File: src/rtl/nibble_port_pkg.sv
package nibble_port_pkg;
    parameter int NIB_W = 4;
    parameter int CH_N  = 4;
    localparam int CH_AW = $clog2(CH_N);
    localparam int BUS_W = NIB_W * CH_N;

    typedef logic [CH_AW-1:0] chan_t;
    typedef logic [NIB_W-1:0] nib_t;

    typedef struct packed {
        logic  pend;
        chan_t pend_chan;
        logic  pend_to_b;
        logic  vld;
        logic  to_b;
        nib_t  data;
    } rd_state_t;
endpackage

File: src/rtl/np_chan_reg.sv
module np_chan_reg #(
    parameter int W = 4
) (
    input  logic         clk,
    input  logic         rst_n,
    input  logic         wr_hit,
    input  logic [W-1:0] wr_val,
    input  logic         pat_hit,
    input  logic [W-1:0] pat_val,
    output logic [W-1:0] q
);
    typedef struct packed {
        logic [W-1:0] val;
    } reg_state_t;

    reg_state_t st_d, st_q;

    always_comb begin
        st_d = st_q;
        if (wr_hit) begin
            st_d.val = wr_val;
        end else if (pat_hit) begin
            st_d.val = pat_val;
        end
    end

    always_ff @(posedge clk) begin
        if (!rst_n) begin
            st_q.val <= '1;
        end else begin
            st_q <= st_d;
        end
    end

    assign q = st_q.val;


    wr_load_chk: assert property (@(posedge clk) disable iff (!rst_n)
        wr_hit |=> q == $past(wr_val));

    pat_load_chk: assert property (@(posedge clk) disable iff (!rst_n)
        (pat_hit && !wr_hit) |=> q == $past(pat_val));

    hold_chk: assert property (@(posedge clk) disable iff (!rst_n)
        (!wr_hit && !pat_hit) |=> $stable(q));
endmodule

File: src/rtl/np_read_path.sv
module np_read_path
    import nibble_port_pkg::*;
(
    input  logic             clk,
    input  logic             rst_n,
    input  logic             req_en,
    input  chan_t            req_chan,
    input  logic             req_to_b,
    input  logic [BUS_W-1:0] latch_all,
    input  logic [BUS_W-1:0] pin_all,
    output logic             rd_valid,
    output logic             rd_to_b,
    output nib_t             rd_data
);
    rd_state_t st_d, st_q;
    nib_t      sel_latch;
    nib_t      sel_pin;

    assign sel_latch = latch_all[st_q.pend_chan*NIB_W +: NIB_W];
    assign sel_pin   = pin_all[st_q.pend_chan*NIB_W +: NIB_W];

    always_comb begin
        st_d           = st_q;
        st_d.pend      = req_en;
        st_d.pend_chan = req_en ? req_chan : st_q.pend_chan;
        st_d.pend_to_b = req_en ? req_to_b : st_q.pend_to_b;
        st_d.vld       = st_q.pend;
        if (st_q.pend) begin
            st_d.to_b = st_q.pend_to_b;
            st_d.data = sel_latch & sel_pin;
        end
    end

    always_ff @(posedge clk) begin
        if (!rst_n) begin
            st_q <= '{pend: 1'b0, pend_chan: '0, pend_to_b: 1'b0,
                      vld: 1'b0, to_b: 1'b0, data: '1};
        end else begin
            st_q <= st_d;
        end
    end

    assign rd_valid = st_q.vld;
    assign rd_to_b  = st_q.to_b;
    assign rd_data  = st_q.data;


    rd_timing_chk: assert property (@(posedge clk) disable iff (!rst_n)
        req_en |=> ##1 rd_valid);

    rd_spurious_chk: assert property (@(posedge clk) disable iff (!rst_n)
        !st_q.pend |=> !rd_valid);

    wired_and_chk: assert property (@(posedge clk) disable iff (!rst_n)
        st_q.pend |=> (rd_data & ~$past(sel_latch)) == '0);

    dest_chk: assert property (@(posedge clk) disable iff (!rst_n)
        req_en |=> ##1 (rd_to_b == $past(req_to_b, 2)));
endmodule

File: src/rtl/nibble_port.sv
module nibble_port
    import nibble_port_pkg::*;
(
    input  logic                 clk,
    input  logic                 rst_n,
    input  logic                 out_en,
    input  logic                 pat_en,
    input  logic                 in_en,
    input  logic [CH_AW-1:0]     chan,
    input  logic                 sel_b,
    input  logic [NIB_W-1:0]     acc_in,
    input  logic [NIB_W-1:0]     breg_in,
    input  logic [2*NIB_W-1:0]   pat_word,
    input  logic [BUS_W-1:0]     pin_in,
    output logic [BUS_W-1:0]     pin_drive,
    output logic                 rd_valid,
    output logic                 rd_to_b,
    output logic [NIB_W-1:0]     rd_data
);
    localparam int PAT_LO_CH = CH_N - 2;
    localparam int PAT_HI_CH = CH_N - 1;

    nib_t src_val;
    assign src_val = sel_b ? breg_in : acc_in;

    for (genvar ch = 0; ch < CH_N; ch++) begin : g_chan
        logic wr_hit;
        logic pat_hit;
        nib_t pat_val;

        assign wr_hit = out_en && (chan == CH_AW'(ch));

        if (ch == PAT_HI_CH) begin : g_hi
            assign pat_hit = pat_en;
            assign pat_val = pat_word[2*NIB_W-1:NIB_W];
        end else if (ch == PAT_LO_CH) begin : g_lo
            assign pat_hit = pat_en;
            assign pat_val = pat_word[NIB_W-1:0];
        end else begin : g_none
            assign pat_hit = 1'b0;
            assign pat_val = '1;
        end

        np_chan_reg #(.W(NIB_W)) reg_i (
            .clk    (clk),
            .rst_n  (rst_n),
            .wr_hit (wr_hit),
            .wr_val (src_val),
            .pat_hit(pat_hit),
            .pat_val(pat_val),
            .q      (pin_drive[ch*NIB_W +: NIB_W])
        );
    end

    np_read_path rd_i (
        .clk      (clk),
        .rst_n    (rst_n),
        .req_en   (in_en),
        .req_chan (chan),
        .req_to_b (sel_b),
        .latch_all(pin_drive),
        .pin_all  (pin_in),
        .rd_valid (rd_valid),
        .rd_to_b  (rd_to_b),
        .rd_data  (rd_data)
    );
endmodule

File: config.mk
export PLATFORM = sky130hd
export DESIGN_NAME = nibble_port
export DESIGN_NICKNAME = d
export VERILOG_FILES = /design/src/rtl/nibble_port_pkg.sv /design/src/rtl/np_chan_reg.sv /design/src/rtl/np_read_path.sv /design/src/rtl/nibble_port.sv
export SDC_FILE = /design/constraint.sdc
export NUM_CORES = 1
export LEC_CHECK = 0
export CAP_MARGIN = 40
export CORE_MARGIN = 3
export CORE_UTILIZATION = 30
export DETAILED_ROUTE_END_ITERATION = 6
export PLACE_DENSITY = 0.6
export SLEW_MARGIN = 20
export SYNTH_ARGS = -nofsm -noshare
export SYNTH_HDL_FRONTEND = slang
export SYNTH_SLANG_ARGS = --single-unit
File: constraint.sdc
create_clock -name clk -period 1.4 [get_ports clk]
set_clock_uncertainty 0.15 [all_clocks]
set_input_delay 0.21 -clock clk [delete_from_list [all_inputs] [get_ports clk]]
set_output_delay 0.21 -clock clk [all_outputs]
set_load 0.1 [all_outputs]
**Word level (Yosys, flattened, before mapping)**

Cells that the tools add are included.

- Reductions and logical operators: 7
- Bitwise logic cells: 1
- Shift operators: 2
- Muxes and demuxes: 5
- Eq/ne operators: 3

Operators by type and width:

| cell | count |
|---|---|
| indexed part select 16 x 5 -> 4 bit | 2 |
| 2-to-1 mux 4 bit | 5 |
| AND 4 bit | 1 |
| equality test 2 bit, second input constant | 2 |
| logical AND 1 bit | 4 |
| nonzero test 2 bit | 2 |
| equality test 2 x 1 -> 1 bit, second input constant | 1 |
| logical NOT 2 bit | 1 |

- Bits in registers: 26
- Input bits: 40
- Output and inout port bits: 22
- Logic and storage cells: 28

**Longest topological paths before layout**

Gate-level depths: netlist (run 1).

- Word-level depth: 3
- Depth in mapped cells: 4
- Depth with buffers taken out: 3

**Modules after synthesis**

From an unflattened synthesis (run 1), not the netlist that was laid out.

- Cell total of the unflattened synthesis: 145
- Area total of the unflattened synthesis: 1360.1 um2

Modules (own cells, without submodules):

| module | area each (um2) | instances | cells each | seq. area each (um2) |
|---|---|---|---|---|
| np_chan_reg | 185.2 | 4 | 18 | 80.1 |
| np_read_path | 535.5 | 1 | 63 | 200.2 |
| nibble_port | 83.8 | 1 | 10 | 0.0 |

**Worst setup path after synthesis (run 1)**

Ideal clock, no wire load.

- Path kind: register to register
- From: reg g_chan[3].reg_i.q[0] (netlist name)
- To: reg g_chan[3].reg_i.st_q (netlist bit g_chan[3].reg_i.q[0])
- Data arrival time: 1.417 ns
- Setup slack: -0.229 ns
- Clock period less this slack: 1.629 ns
- Setup time: 0.062 ns
- Path buffers: 0
- Required time: 1.188 ns
- Stages on the path, launching flop included: 4
- Cell sequence: dfxtp_1 > mux2i_1 > mux2_2 > nand2_1

RTL lines:

| what | line | text |
|---|---|---|
| end signal: assignment | np_chan_reg.sv:31 | `st_q <= st_d;` |
| end: declaration | np_chan_reg.sv:16 | `reg_state_t st_d, st_q;` |

**Worst setup path in the final report (run 1)**

- From: reg rd_i.st_q[7] (netlist name)
- To: reg rd_i.st_q (netlist bit rd_i.rd_data[1])

- Longest elaborated chain between the ends: 2
- Elaborated cells between the ends (all ways): 3
- Classes of those cells: shift (2); bitwise (1)

Ends and longest elaborated chain:

| what | line | text |
|---|---|---|
| start: declaration | np_read_path.sv:15 | `rd_state_t st_d, st_q;` |
| start signal: assignment | np_read_path.sv:36 | `st_q <= '{pend: 1'b0, pend_chan: '0, pend_to_b: 1'b0,` |
| start signal: assignment | np_read_path.sv:39 | `st_q <= st_d;` |
| indexed part select 16 x 5 -> 4 bit, on equally long branches | np_read_path.sv:19, np_read_path.sv:20 |  |
| AND 4 bit (*) | np_read_path.sv:30 | `st_d.data = sel_latch & sel_pin;` |

Mark *: on every way between the ends. The rest lies on a longest branch, timed or not.
A chain may end at the register's enable or synchronous reset.

==> results of run 1 <==
## kinds of logic after synthesis
family,count (synthesis),synth area share
AND/OR/NAND/NOR,44,0.174
AO/OA/AOI/OAI,24,0.138
flip-flops,26,0.409
buffers and inverters,15,0.0717
multiplexers,24,0.208
## layout by cell type (no fill, tap or decap), types with 5 or more instances in the layout
cell,count
clkdlybuf4s50_1,35
mux2i_1,12
dfxtp_2,18
nand3b_1,6
nand3_1,9
buf_4,11
mux2_2,6
dfxtp_1,8
buf_12,22
nor2b_1,5
nand2_1,21
## repair_timing
action | in CTS | in global routing
endpoints found under the setup margin | 11 | 14
pin swaps | 0 | 1
gates resized for setup | 5 | 10
## critical path: stages (launching register included)
cell,delay (ns)
dfxtp_2,0.41
buf_4,0.17
nand3_1,0.05
o21ai_1,0.10
a211o_1,0.31
## state kept, by name, summed over array words and instances, names as in the netlist
name,cells
g_chan.reg_i.q,16
rd_i.rd_data,4
rd_i.rd_to_b,1
rd_i.rd_valid,1
rd_i.st_d,1
rd_i.st_q,3
## stage by stage
stage / utilization / area, µm²
6_report: 0.581 / 2360
5_1_grt: 0.581 / 2360
4_1_cts: 0.571 / 2320
3_5_place_dp: 0.546 / 2220
3_3_place_gp: 0.546 / 2220
2_1_floorplan: - / 1290
## layout make-up
class,count,area (µm²)
clock buffers,3,41.3
clock inverters,1,30.0
fillers,353,1700
inverters,4,15.0
multi-input cells,92,707
flip-flops and latches,26,543
well taps,50,62.6
repair buffers,75,957
## per-layer routing
layer  track usage  part of all wire
met3        0.0355             0.047
met4        0.0376             0.012
met5             0                 0
met2         0.251              0.48
met1         0.209              0.46
## where the power goes
part / internal (mW) / switching [mW]
sequential: 0.793 / 0.0624
combinational: 0.370 / 0.437
clock: 0.382 / 0.236
total: 1.55 / 0.735
## worst paths after layout
path                                           start  slack, ns                   end  cells after the start
worst max-delay path                    rd_i.st_q[7]       0.10       rd_i.rd_data[1]                      4
worst min-delay path                         chan[0]       0.22          rd_i.st_q[7]                      4
worst max register to register          rd_i.st_q[7]       0.10       rd_i.rd_data[1]                      4
worst min register to register  g_chan[1].reg_i.q[0]       0.37  g_chan[1].reg_i.q[0]                      2
==> impl_metrics.env, run 1 <==
export IMPL_p_leak_nw=1.06
export IMPL_worstSetupStartpointType="flip-flop"
export IMPL_die_h_um=71.2
export IMPL_tightest_slew_ns=0.342
export IMPL_final_cells=251
export IMPL_place_hpwl_um=3000
export IMPL_first_pass_iters=7
export IMPL_path_max_fanout=14
export IMPL_cp_arrival_ns=1.31
export IMPL_grt_ovfl_total=0
export IMPL_syn_area_per_cell_um2=9.58
export IMPL_gp_congestion=0.790
export IMPL_vias_per_cell=4.77
export IMPL_synth_top_area_share=0.409
export IMPL_total_power_mw=2.28
export IMPL_synthTopCellsByArea="dfxtp_1 41%, mux2i_1 9.4%, mux2_2 7.1%"
export IMPL_crit_type="reg2reg"
export IMPL_drive_gt1_frac=0.373
export IMPL_hp_class="in2reg"
export IMPL_synth_commonest_cells="26 x dfxtp_1, 21 x nand2_1, 12 x mux2i_1"
export IMPL_worstSetupEndpointType="flip-flop"
export IMPL_die_w_um=71.2
export IMPL_async_flop_share=0
export IMPL_setup_viol=0
export IMPL_drtAntennaViolNets=0
export IMPL_holdBufCountCts=0
export IMPL_vias=1198
export IMPL_clockBufferDepth=2
export IMPL_yosysSeqAreaShare=0.409
export IMPL_slew_headroom=0.771
export IMPL_insertion_delay_ns=0.27
export IMPL_grtUsageTotal=0.155
export IMPL_required_ns=1.41
export IMPL_synth_edf_count=0
export IMPL_period_share=0.927
export IMPL_wl_um=3700
export IMPL_grt_start_max_net_pins=23
export IMPL_finish_net_count=242
export IMPL_cap_violations=0
export IMPL_syn_cell_area_mm2=0.00127
export IMPL_boundaryPins=62
export IMPL_drc=0
export IMPL_clk_pin_slew_ns=0.09
export IMPL_ys_types=21
export IMPL_dieArea_mm2=0.00506
export IMPL_htree_levels=1
export IMPL_synth_cells=133
export IMPL_diodes=0
export IMPL_rsz0062_at_grt="no"
export IMPL_ys_flop_type="dfxtp_1"
export IMPL_post_place_cells=247
export IMPL_power_density_mw_per_mm2=968
export IMPL_cts_root_buf="clkbuf_8"
export IMPL_hold_violations=0
export IMPL_peakVddDrop_mv=0.536
export IMPL_status="finished clean"
export IMPL_coreArea_mm2=0.00406
export IMPL_post_cts_buffers=0
export IMPL_tns_ns=0
export IMPL_fin_crit_ns=1.30
export IMPL_grt_pass1_wl_um=6280
export IMPL_holdWs_ns=0.222
export IMPL_fmax_mhz=770
export IMPL_yosysTopAreaCell="dfxtp_1"
export IMPL_clock_sinks=26
export IMPL_yosys_warnings=0
export IMPL_row_count=23
export IMPL_cts_tree="done"
export IMPL_cts_buffers=3
export IMPL_postLayoutSetupSlackWorst_ns=0.102
export IMPL_pre_cts_ws_ns=-0.338
export IMPL_synth_seq_cells=26
export IMPL_start_util=0.314
export IMPL_grt_pass1_vias=1315
export IMPL_wl_per_cell_um=14.7
export IMPL_io_buffers=61
export IMPL_antenna_found_initial=0
export IMPL_synth_nets=173
export IMPL_drtIter0Drc=24
export IMPL_synth_most_common_cell="dfxtp_1"
export IMPL_syn2layout_area_growth_pct=85.0
export IMPL_slew_viol_final=0
No activity file was read; power rests on OpenSTA's default activity.
==> run 2, diff against run 1 <==
CORE_MARGIN = not set   (was 3)
CTS_BUF_LIST = sky130_fd_sc_hd__clkbuf_8   (was not set)
GPL_TIMING_DRIVEN = 0   (was not set)
==> impl_metrics.env, run 2 (synthesis gave the netlist of run 1 again) <==
export IMPL_status="finished clean"
export IMPL_peakVddDrop_mv=0.629
export IMPL_worstSetupEndpointType="flip-flop"
export IMPL_grt_pass1_vias=1216
export IMPL_cts_tree="done"
export IMPL_tightest_slew_ns=0.498
export IMPL_first_pass_iters=4
export IMPL_start_util=0.316
export IMPL_final_common_cell="clkdlybuf4s50_1"
export IMPL_period_share=0.894
export IMPL_syn2layout_area_growth_pct=72.5
export IMPL_slew_viol_final=0
export IMPL_fmax_mhz=799
export IMPL_worstSetupStartpointType="input port"
export IMPL_htree_levels=1
export IMPL_gp_congestion=0.777
export IMPL_final_cells=244
export IMPL_holdBufCountCts=0
export IMPL_insertion_delay_ns=0.26
export IMPL_cap_violations=0
export IMPL_hold_violations=0
export IMPL_row_count=23
export IMPL_drive_gt1_frac=0.351
export IMPL_antenna_found_initial=0
export IMPL_post_place_cells=263
export IMPL_io_buffers=58
export IMPL_die_h_um=67.2
export IMPL_drtAntennaViolNets=0
export IMPL_dieArea_mm2=0.00451
export IMPL_clockBufferDepth=2
export IMPL_place_hpwl_um=3130
export IMPL_hp_class="in2reg"
export IMPL_reg2reg_slack_ns=0.17
export IMPL_cts_buffers=3
export IMPL_final_cell_mix="33 x clkdlybuf4s50_1, 22 x buf_12, 21 x nand2_1, 18 x dfxtp_2, 12 x mux2i_1"
export IMPL_critPathBufInv=1
export IMPL_cp_arrival_ns=1.24
export IMPL_setup_viol=0
export IMPL_cpLargestDelayFamily="multiplexers"
export IMPL_diodes=0
export IMPL_cts_root_buf="clkbuf_8"
export IMPL_grt_pass1_wl_um=5750
export IMPL_wl_per_cell_um=15.3
export IMPL_wl_um=3730
export IMPL_coreArea_mm2=0.00403
export IMPL_p_leak_nw=0.963
export IMPL_grt_ovfl_total=0
export IMPL_largest_register_ffs=16
export IMPL_clk_pin_slew_ns=0.08
export IMPL_finish_utilization=0.545
export IMPL_clock_sinks=26
export IMPL_power_density_mw_per_mm2=925
export IMPL_vias=1180
export IMPL_boundaryPins=62
export IMPL_required_ns=1.39
export IMPL_crit_slowest_cell="clkdlybuf4s50_1"
export IMPL_die_w_um=67.2
export IMPL_grt_start_max_net_pins=14
export IMPL_crit_type="in2reg"
export IMPL_grtUsageTotal=0.173
export IMPL_fin_crit_ns=1.25
export IMPL_vias_per_cell=4.84
export IMPL_rsz0062_at_grt="no"
export IMPL_n_fill_cell=364
export IMPL_path_max_fanout=4
export IMPL_slew_headroom=0.668
export IMPL_drc=0
export IMPL_drtIter0Drc=67
export IMPL_cp_cell_sequence="clkdlybuf4s50_1, mux2i_2, mux2_2, nand2_1"
export IMPL_cpPeakStageDelay_ns=0.42
export IMPL_finish_net_count=236
run 2: changes by cell type in the layout (fill, tap and decap cells not counted), sizes merged:
cell / previous run / this run
dlygate4sd2: 0 / 3
clkdlybuf4s50: 35 / 33
buf: 36 / 31
dlymetal6s2s: 4 / 0
bufinv: 1 / 0
clkbuf: 3 / 5
run 2: path summary, 6_finish.rpt:
check | startpoint | endpoint | depth (start not counted)
worst min-delay path | rst_n | rd_i.st_q[7] | 2
worst max-delay path | breg_in[2] | g_chan[3].reg_i.q[2] | 4
worst max register to register | rd_i.st_q[7] | rd_i.rd_data[0] | 3
worst min register to register | rd_i.st_q[6] | rd_i.rd_to_b | 2
run 2: repair_timing:
item,CTS,global route
endpoints found under the hold margin,0,0
buffers inserted,0,0
endpoints found under the setup margin,26,6
gates resized for setup,35,1
run 2: cell type report:
type                            instances  area [µm²]  share of cell area
Buffer                                 11        76.3              0.0347
Clock buffer                            3        41.3              0.0188
Inverter                                4        15.0             0.00683
Multi-Input combinational cell         92         662               0.301
Sequential cell                        26         543               0.247
Tap cell                               50        62.6              0.0285
Timing Repair Buffer                   58         797               0.363
run 2: through the flow:
step / setup slack (ns) / cell area (µm²) / setup TNS (ns) / hold slack, ns / power, mW
global placement: -0.478 / 1940 / -12.55 / 0.313 / 1.53
global route: 0.0964 / 2200 / 0 / 0.164 / 2.11
CTS: 0.000764 / 2240 / 0 / 0.136 / 2.06
finish: 0.148 / 2200 / 0 / 0.142 / 2.03
detailed placement: -0.323 / 2270 / -3.85 / 0.320 / 1.66
floorplan: 0.0938 / 1290 / 0 / 0.182 / 1.30
run 2: power breakdown:
part	switching [mW]	internal, mW	leakage (nW)	total [mW]
registers	0.0585	0.793	0.210	0.851
clock network	0.218	0.193	0.0216	0.411
logic	0.431	0.338	0.731	0.770
total	0.708	1.32	0.963	2.03
run 2: metal layers:
metal,global-route usage,share of wire
met5,0,0
met4,0.0399,0.0072
met3,0.0372,0.039
met2,0.311,0.51
met1,0.209,0.44
==> run 3, diff against run 2 <==
SKIP_LAST_GASP = 1   (was not set)
==> results of run 3 <==
No change in the layout: final DEF, timing and power equal those of run 2.
